[config.mk]
export PLATFORM = sky130hd
export DESIGN_NAME = addr_cmp_pair
export DESIGN_NICKNAME = d
export VERILOG_FILES = /design/src/rtl/addr_cmp_pair.sv
export SDC_FILE = /design/constraint.sdc
export NUM_CORES = 1
export LEC_CHECK = 0
export ABC_AREA = 1
export CAP_MARGIN = 0
export CORE_MARGIN = 4
export CORE_UTILIZATION = 60
export DETAILED_ROUTE_END_ITERATION = 6
export PLACE_DENSITY = 0.87
export SLEW_MARGIN = 25
export SYNTH_ARGS = -nofsm -noshare
export SYNTH_HDL_FRONTEND = slang
export SYNTH_SLANG_ARGS = --single-unit
[constraint.sdc]
create_clock -name clk -period 2.6 [get_ports clk]
set_input_delay 0.78 -clock clk [delete_from_list [all_inputs] [get_ports clk]]
set_output_delay 0.78 -clock clk [all_outputs]
set_load 0.05 [all_outputs]
[src/rtl/addr_cmp_pair.sv]
module addr_cmp_pair #(
  parameter int ADDR_W = 32
) (
  input  logic              clk,
  input  logic              rst_n,
  input  logic              wr_en,
  input  logic [1:0]        wr_sel,
  input  logic [ADDR_W-1:0] wr_data,
  input  logic              fetch_valid,
  input  logic [ADDR_W-1:0] fetch_addr,
  input  logic              user_mode,
  input  logic              addr_space,
  output logic              evt_a,
  output logic              evt_b
);
  logic [ADDR_W-1:0] reg_a, reg_b;
  logic [1:0] mode, priv_a, space_a, priv_b, space_b;
  logic qual_a, qual_b, hit_a, hit_b;

  always_ff @(posedge clk) begin
    if (!rst_n) begin
      reg_a   <= '0;
      reg_b   <= '0;
      mode    <= '0;
      priv_a  <= '0;
      space_a <= '0;
      priv_b  <= '0;
      space_b <= '0;
    end else if (wr_en) begin
      case (wr_sel)
        2'd0: reg_a <= wr_data;
        2'd1: reg_b <= wr_data;
        2'd2: {space_b, priv_b, space_a, priv_a, mode} <= wr_data[9:0];
        default: ;
      endcase
    end
  end

  function automatic logic qual_ok(input logic [1:0] pq, input logic [1:0] sq,
                                   input logic um, input logic as);
    logic p_ok, s_ok;
    p_ok = (pq == 2'b00) || (pq[1] && (pq[0] == um));
    s_ok = (sq == 2'b00) || (sq[1] && (sq[0] == as));
    return p_ok && s_ok;
  endfunction

  assign qual_a = qual_ok(priv_a, space_a, user_mode, addr_space);
  assign qual_b = qual_ok(priv_b, space_b, user_mode, addr_space);

  always_comb begin
    hit_b = 1'b0;
    case (mode)
      2'b00: begin
        hit_a = (fetch_addr == reg_a);
        hit_b = (fetch_addr == reg_b);
      end
      2'b01:   hit_a = ((fetch_addr & reg_b) == (reg_a & reg_b));
      2'b10:   hit_a = (fetch_addr >= reg_a) && (fetch_addr < reg_b);
      default: hit_a = (fetch_addr < reg_a) || (fetch_addr >= reg_b);
    endcase
  end

  always_ff @(posedge clk) begin
    if (!rst_n) begin
      evt_a <= 1'b0;
      evt_b <= 1'b0;
    end else begin
      evt_a <= fetch_valid && hit_a && qual_a;
      evt_b <= fetch_valid && hit_b && qual_b;
    end
  end
endmodule

==> results of run 1 <==
## registers in the layout, indices dropped and copies added (netlist names)
register,count
reg_a,32
reg_b,32
mode,2
priv_a,2
priv_b,2
space_a,2
space_b,2
evt_a,1
evt_b,1
## layout make-up
class	instances	area, µm²	area share
Timing Repair Buffer	79	783	0.125
Tap cell	105	131	0.0210
Inverter	98	368	0.0588
Clock buffer	9	124	0.0198
Multi-Input combinational cell	527	3260	0.521
Clock inverter	7	67.6	0.0108
Sequential cell	76	1520	0.243
## power by group through the flow
| stage | clock (µW) | combinational, µW | sequential (µW) |
|---|---|---|---|
| 6_report | 903 | 612 | 1270 |
| 5_1_grt | 959 | 690 | 1270 |
| 4_1_cts | 913 | 610 | 1270 |
| 3_5_place_dp | 0 | 603 | 1290 |
| 3_3_place_gp | 0 | 575 | 1290 |
| 2_1_floorplan | 0 | 352 | 1280 |
## cells in the final DEF (no fill, tap or decap)
cell type / n
nand2_1: 130
a21oi_1: 102
ha_1: 96
inv_1: 88
o21ai_0: 80
dfxtp_1: 76
clkdlybuf4s50_1: 72
nor2_1: 43
xor2_1: 15
nand3_1: 13
inv_2: 10
nand4_1: 10
clkbuf_8: 9
nand3b_1: 7
nor2_2: 6
o21ai_1: 6
nor3_1: 6
buf_4: 5
a21o_1: 3
clkinv_2: 3
clkinvlp_4: 3
or2_0: 2
or2_1: 2
nand2_2: 1
o21a_2: 1
o21a_1: 1
and2_1: 1
nor4_1: 1
o211ai_1: 1
bufinv_16: 1
buf_2: 1
buf_12: 1
## cells by family (layout without fill, tap and decap cells)
logic type / count (synthesis) / count (layout) / share of synthesized area
flops: 76 / 76 / 0.291
buf+inv: 119 / 193 / 0.0857
fa+ha+maj: 96 / 96 / 0.230
compound gates: 194 / 194 / 0.189
xor+xnor: 15 / 15 / 0.0251
simple gates: 222 / 222 / 0.180
## worst max-delay path by stage
stage,slack (ns),startpoint,end
2_1_floorplan,0.68,fetch_addr[29],evt_a$_SDFF_PN0_
3_3_place_gp,0.05,fetch_addr[29],evt_a$_SDFF_PN0_
3_5_place_dp,0.01,fetch_addr[22],evt_a$_SDFF_PN0_
4_1_cts,0.31,evt_a$_SDFF_PN0_,evt_a
5_1_grt,0.18,fetch_addr[23],evt_a$_SDFF_PN0_
6_report,0.32,evt_a$_SDFF_PN0_,evt_a
## routing by layer
layer  up-vias  GRT usage  wire, µm
met3        26     0.0523       733
met4         0     0.0706       222
met1      2277      0.322      5710
met5         -          0         0
li1       2511          -         -
met2       150      0.486      6830
## through the flow
step           std cells  setup WS (ns)  power, µW
6_report             901          0.321       2780
5_1_grt              901          0.183       2920
4_1_cts              901          0.313       2790
3_5_place_dp         885         0.0124       1900
3_3_place_gp         885         0.0489       1860
2_1_floorplan        722          0.684       1640
==> impl_results.md, run 1 <==
* Clock Sinks at 76
* Clk pin slew, worst setup/hold paths at 0.08 ns
* Hold-fix buffers, CTS at 0
* DIE WIDTH at 101 µm
* Crit share post-route at 0.876
* Slew headroom at 0.672
* Clk buf depth at 2
* Worst setup EP type: primary output
* Final Hold Fails at 0
* Placer Congestion at just over 0.9
* Yosys top cell by area: dfxtp_1
* FMAX at 0.439 GHz
* Clock Latency Late Sink at around 0.35 ns
* Peak supply drop at 0.302 mV
* RSZ-0062 raised after global routing: no
* Worst hold start: reg_a[29]$_SDFFE_PN0P_
* Psw at 842 µW
* Synth Flop Type: dfxtp_1
* HPWL Detailed at roughly 11,000 µm
* Row cnt at 33
* DRC viols at 0
* Worst r2r path cells at 11
* Post-Synthesis Net Count at 890
* Hold Path Stages at 2
* Nets at between 900 and 1k
* FF+latch count, synth at 76
* H-tree depth at 3
* Layout overhead on the synthesized area at 19.7%
* TritonRoute pass-1 iters at 5
* Warnings from Yosys at 0
* Worst path arrival time at 1.50 ns
* Tot GR Track Use at 0.268
* Mapped Area at 0.00523 mm²
* Fill cell count at 640
* Post-synthesis sequential area ratio at 0.291
* Cells along the critical path: clkdlybuf4s50_1
* # Post-CTS Setup Buffers at 0
* Number of antenna violations at the first check in global routing at 0
* Wire length per cell at 15.0 µm
* Via count at 4,964
* N_diodes at 0
* Leak pwr at roughly 0.0027 µW
* Net Sw Frac at 0.303
* Max-Cap Viols at 0
* Full die area at a little over 0.01 mm²
* CTS tree: done
* CTS Buf Count at 9
* Status: completed
* Max-slew violations at 0
* First-pass GRT wire length at 21,900 µm
* Starting DRT DRC Count at ~270
* Synth cell count leaders: nand2_1, a21oi_1, ha_1, inv_1, o21ai_0
* Height of the die at 101 µm
* Core area at 0.00834 mm²
* Largest cells by area after synthesis: dfxtp_1, ha_1, a21oi_1
* Max incr delay on CP at 0.80 ns
* Worst reg2reg setup slack at 0.81 ns
* Startpoint Class: register
* Worst-path fanout max at 1
* Synth cell types at 25
* Hold Crit Endpoint: reg_a[29]$_SDFFE_PN0P_
* Pwr/cell area at 445 mW/mm²
* Post-cts resize count at 0
* Syn Area/Cell at between 7 and 8 µm²
* R2r endpoint: evt_a$_SDFF_PN0_
* Clock power share at 0.325
* PortBufs at between 70 and 80
* Share of cells above drive strength 1 at 0.0515
* Final Skew at 0.00814 ns
* Design Area, Final at between 0.006 and 0.007 mm²
* Crit path buf inv count at 1
* Reg2Reg Launch Point: reg_b[21]$_SDFFE_PN0P_
* Async S/R FF share, synth at 0
* Pin count of the biggest net entering global routing at 64
* Vias in the first global route at 4,913
* Post-synth EDFFs at 0
* Setup TNS at 0 ns
* Setup violators final at 0
* Routed vias/inst at between 5 and 6
* Most numerous cell in the Yosys netlist: nand2_1
* Seq pwr share at 0.455
* Placed Area at 0.00606 mm²
* CP required at 1.82 ns
* Final core occ at 0.750
* Detail Route Antenna Nets at 0
* Min Tclk post-route at 2.28 ns
* IO Pins at 74
* Initial Util at 0.627
* Max stage delay cell, worst path: clkdlybuf4s50_1
* Levels on crit path at 1
* Top delay family on crit path: buffers and inverters
* Final Hold Slack at ~0.48 ns
* Synth top area share at 0.291
* Critical path class: register to primary output
* Grt ovf at 0
* Comb power frac at 0.220
* Cell Int Power at slightly below 2000 µW
* Min-Delay Path Class: register to register
* Detailed Route WL at 13,500 µm
* Post-synthesis cell count at 722
* Worst-Margin Slew at between 0.4 and 0.5 ns
* Root Buffer: clkbuf_8
Power figures use the tool's default switching activity.
==> run 2, diff against run 1 <==
CTS_BUF_LIST = sky130_fd_sc_hd__clkbuf_16   (was not set)
RECOVER_POWER = 100   (was not set)
SLEW_MARGIN = 0   (was 25)
==> impl_results.md, run 2 (synthesis gave the netlist of run 1 again) <==
* Placer Congestion at 0.918 (unchanged)
* Inst Count DP at 885 (unchanged)
* Worst-Margin Slew at 0.714 ns (was 0.490 ns)
* First-pass GRT wire length at 22,200 µm (was 21,900 µm)
* Worst reg2reg setup slack at 0.79 ns (was 0.81 ns)
* Clock power share at 0.398 (was 0.325)
* Min Tclk post-route at 2.32 ns (was 2.28 ns)
* Vias in the first global route at 4,934 (was 4,913)
* CP required at 1.82 ns (about the same)
* Nets at 959 (unchanged)
* Max stage delay cell, worst path: dlygate4sd3_1 (was clkdlybuf4s50_1)
* HPWL Detailed at 10,600 µm (unchanged)
* DRC viols at 0 (unchanged)
* Min-Delay Path Class: register to register (unchanged)
* Worst-path fanout max at 1 (unchanged)
* Max-Cap Viols at 0 (unchanged)
* Dpl ws at 0.0124 ns (unchanged)
* Top delay family on crit path: buffers and inverters (unchanged)
* Clock Latency Late Sink at 0.34 ns (was 0.35 ns)
* Leak pwr at 0.00275 µW (was 0.00270 µW)
* Psw at 885 µW (was 842 µW)
* Clock Sinks at 76 (unchanged)
* Setup TNS at 0 ns (unchanged)
* Routed vias/inst at 5.53 (was 5.51)
* Detailed Route WL at 13,600 µm (was 13,500 µm)
* Wire length per cell at 15.1 µm (was 15.0 µm)
* N_diodes at 0 (unchanged)
* Height of the die at 101 µm (unchanged)
* Pwr/cell area at 493 mW/mm² (was 445 mW/mm²)
* Detail Route Antenna Nets at 0 (unchanged)
* Cells along the critical path: dlygate4sd3_1 (was clkdlybuf4s50_1)
* Final core occ at 0.760 (was 0.750)
* Layout overhead on the synthesized area at 21.2% (was 19.7%)
* Starting DRT DRC Count at 254 (was 266)
* Status: completed (unchanged)
* Final WS setup at 0.278 ns (was 0.321 ns)
* Fin cells at 901 (unchanged)
* Startpoint Class: register (unchanged)
* Pin count of the biggest net entering global routing at 64 (unchanged)
* TritonRoute pass-1 iters at 5 (unchanged)
* Commonest cells after routing, fill and taps aside: nand2_1, a21oi_1, ha_1 (unchanged)
* Worst path arrival time at 1.54 ns (was 1.50 ns)
* Hold-fix buffers, CTS at 0 (unchanged)
* PortBufs at 73 (unchanged)
* Seq pwr share at 0.406 (was 0.455)
* Final Hold Fails at 0 (unchanged)
* Worst r2r path cells at 11 (unchanged)
* Clk pin slew, worst setup/hold paths at 0.06 ns (was 0.08 ns)
* CTS Buf Count at 9 (unchanged)
* CTS tree: done (unchanged)
* Max-slew violations at 0 (unchanged)
* H-tree depth at 3 (unchanged)
* Worst Setup EP: evt_a (unchanged)
* R2r endpoint: evt_a$_SDFF_PN0_ (unchanged)
* IO Pins at 74 (unchanged)
* Grt ovf at 0 (unchanged)
* Via count at 4,980 (was 4,964)
* Comb power frac at 0.195 (was 0.220)
* Crit share post-route at 0.893 (was 0.876)
* Full die area at 0.0103 mm² (unchanged)
* Tot GR Track Use at 0.271 (was 0.268)
* Slew headroom at 0.524 (was 0.672)
* Biggest regs: reg_a x32, reg_b x32 (unchanged)
* Root Buffer: clkbuf_16 (was clkbuf_8)
* Reg2Reg Launch Point: reg_b[23]$_SDFFE_PN0P_ (was reg_b[21]$_SDFFE_PN0P_)
* Share of cells above drive strength 1 at 0.0477 (was 0.0515)
* Worst setup EP type: primary output (unchanged)
* DIE WIDTH at 101 µm (unchanged)
* Number of antenna violations at the first check in global routing at 0 (unchanged)
* Levels on crit path at 1 (unchanged)
* Commonest non-fill, non-tap cell in the layout: nand2_1 (unchanged)
* Peak supply drop at 0.359 mV (was 0.302 mV)
* RSZ-0062 raised after global routing: no (unchanged)
* FMAX at 0.431 GHz (was 0.439 GHz)
* Clk buf depth at 2 (unchanged)
* Cell Int Power at 2240 µW (was 1940 µW)
* Final Skew at 0.00774 ns (was 0.00814 ns)
* Row cnt at 33 (unchanged)
* Critical path class: register to primary output (unchanged)
* Worst setup path startpoint: evt_a$_SDFF_PN0_ (unchanged)
* Initial Util at 0.627 (unchanged)
* Core area at 0.00834 mm² (unchanged)
* Post-cts resize count at 0 (unchanged)
* Setup violators final at 0 (unchanged)
* Max incr delay on CP at 0.87 ns (was 0.80 ns)
* # Post-CTS Setup Buffers at 0 (unchanged)
* Net Sw Frac at 0.283 (was 0.303)
* Crit path buf inv count at 1 (unchanged)
-- run 2: cell count changes in the layout (fill, tap and decap cells not counted), moves of 2 or more --
cell / delta
inv_2: -2
buf_4: -2
clkbuf_2: +2
clkbuf_16: +9
clkdlybuf4s50_1: -4
dlygate4sd3_1: +4
clkbuf_8: -9
-- run 2: through the flow --
| stage | area [µm²] | hold slack, ns | power, µW |
|---|---|---|---|
| 2_1_floorplan | 5230 | 0.445 | 1640 |
| 4_1_cts | 6360 | 0.476 | 3120 |
| 3_3_place_gp | 6060 | 0.459 | 1860 |
| 5_1_grt | 6340 | 0.502 | 3270 |
| 6_report | 6340 | 0.477 | 3120 |
| 3_5_place_dp | 6060 | 0.468 | 1900 |
-- run 2: how the worst min path moves through the flow --
stage / startpoint / endpoint / cells past startpoint
3_3_place_gp: priv_a[1]$_SDFFE_PN0P_ / priv_a[1]$_SDFFE_PN0P_ / 2
2_1_floorplan: priv_a[0]$_SDFFE_PN0P_ / priv_a[0]$_SDFFE_PN0P_ / 2
4_1_cts: reg_a[29]$_SDFFE_PN0P_ / reg_a[29]$_SDFFE_PN0P_ / 2
6_report: reg_a[20]$_SDFFE_PN0P_ / reg_a[20]$_SDFFE_PN0P_ / 2
5_1_grt: reg_a[10]$_SDFFE_PN0P_ / reg_a[10]$_SDFFE_PN0P_ / 2
3_5_place_dp: reg_a[29]$_SDFFE_PN0P_ / reg_a[29]$_SDFFE_PN0P_ / 2
-- run 2: worst min-delay path: cells and delay by family (launching register included) --
family	cells	cell delay (ns)
compound gates	1	0.06
buf+inv	1	0.06
flops	1	0.31
-- run 2: layout make-up --
class / instances / area, µm²
timing repair buffer: 79 / 766
fill: 631 / 2000
clock inverter: 7 / 67.6
sequential: 76 / 1520
multi-input combinational: 527 / 3260
inverter: 98 / 368
tap: 105 / 131
clock buffer: 9 / 225
-- run 2: power groups by stage --
stage | sequential [µW] | combinational, µW | clock [µW]
final | 1270 | 610 | 1240
after global routing | 1280 | 688 | 1300
after CTS | 1270 | 611 | 1240
after detailed placement | 1290 | 603 | 0
after global placement | 1290 | 575 | 0
after floorplan | 1280 | 352 | 0
-- run 2: routing by layer --
metal  part of all wire  track usage  wire (µm)
met1               0.43        0.331       5830
met2               0.50        0.483       6780
met3              0.049       0.0393        663
met4              0.024       0.0951        332
met5                  0            0          0
==> run 3, diff against run 2 <==
SKIP_LAST_GASP = 1   (was not set)
==> results of run 3 <==
Final layout, timing and power as in run 2 (identical DEF).
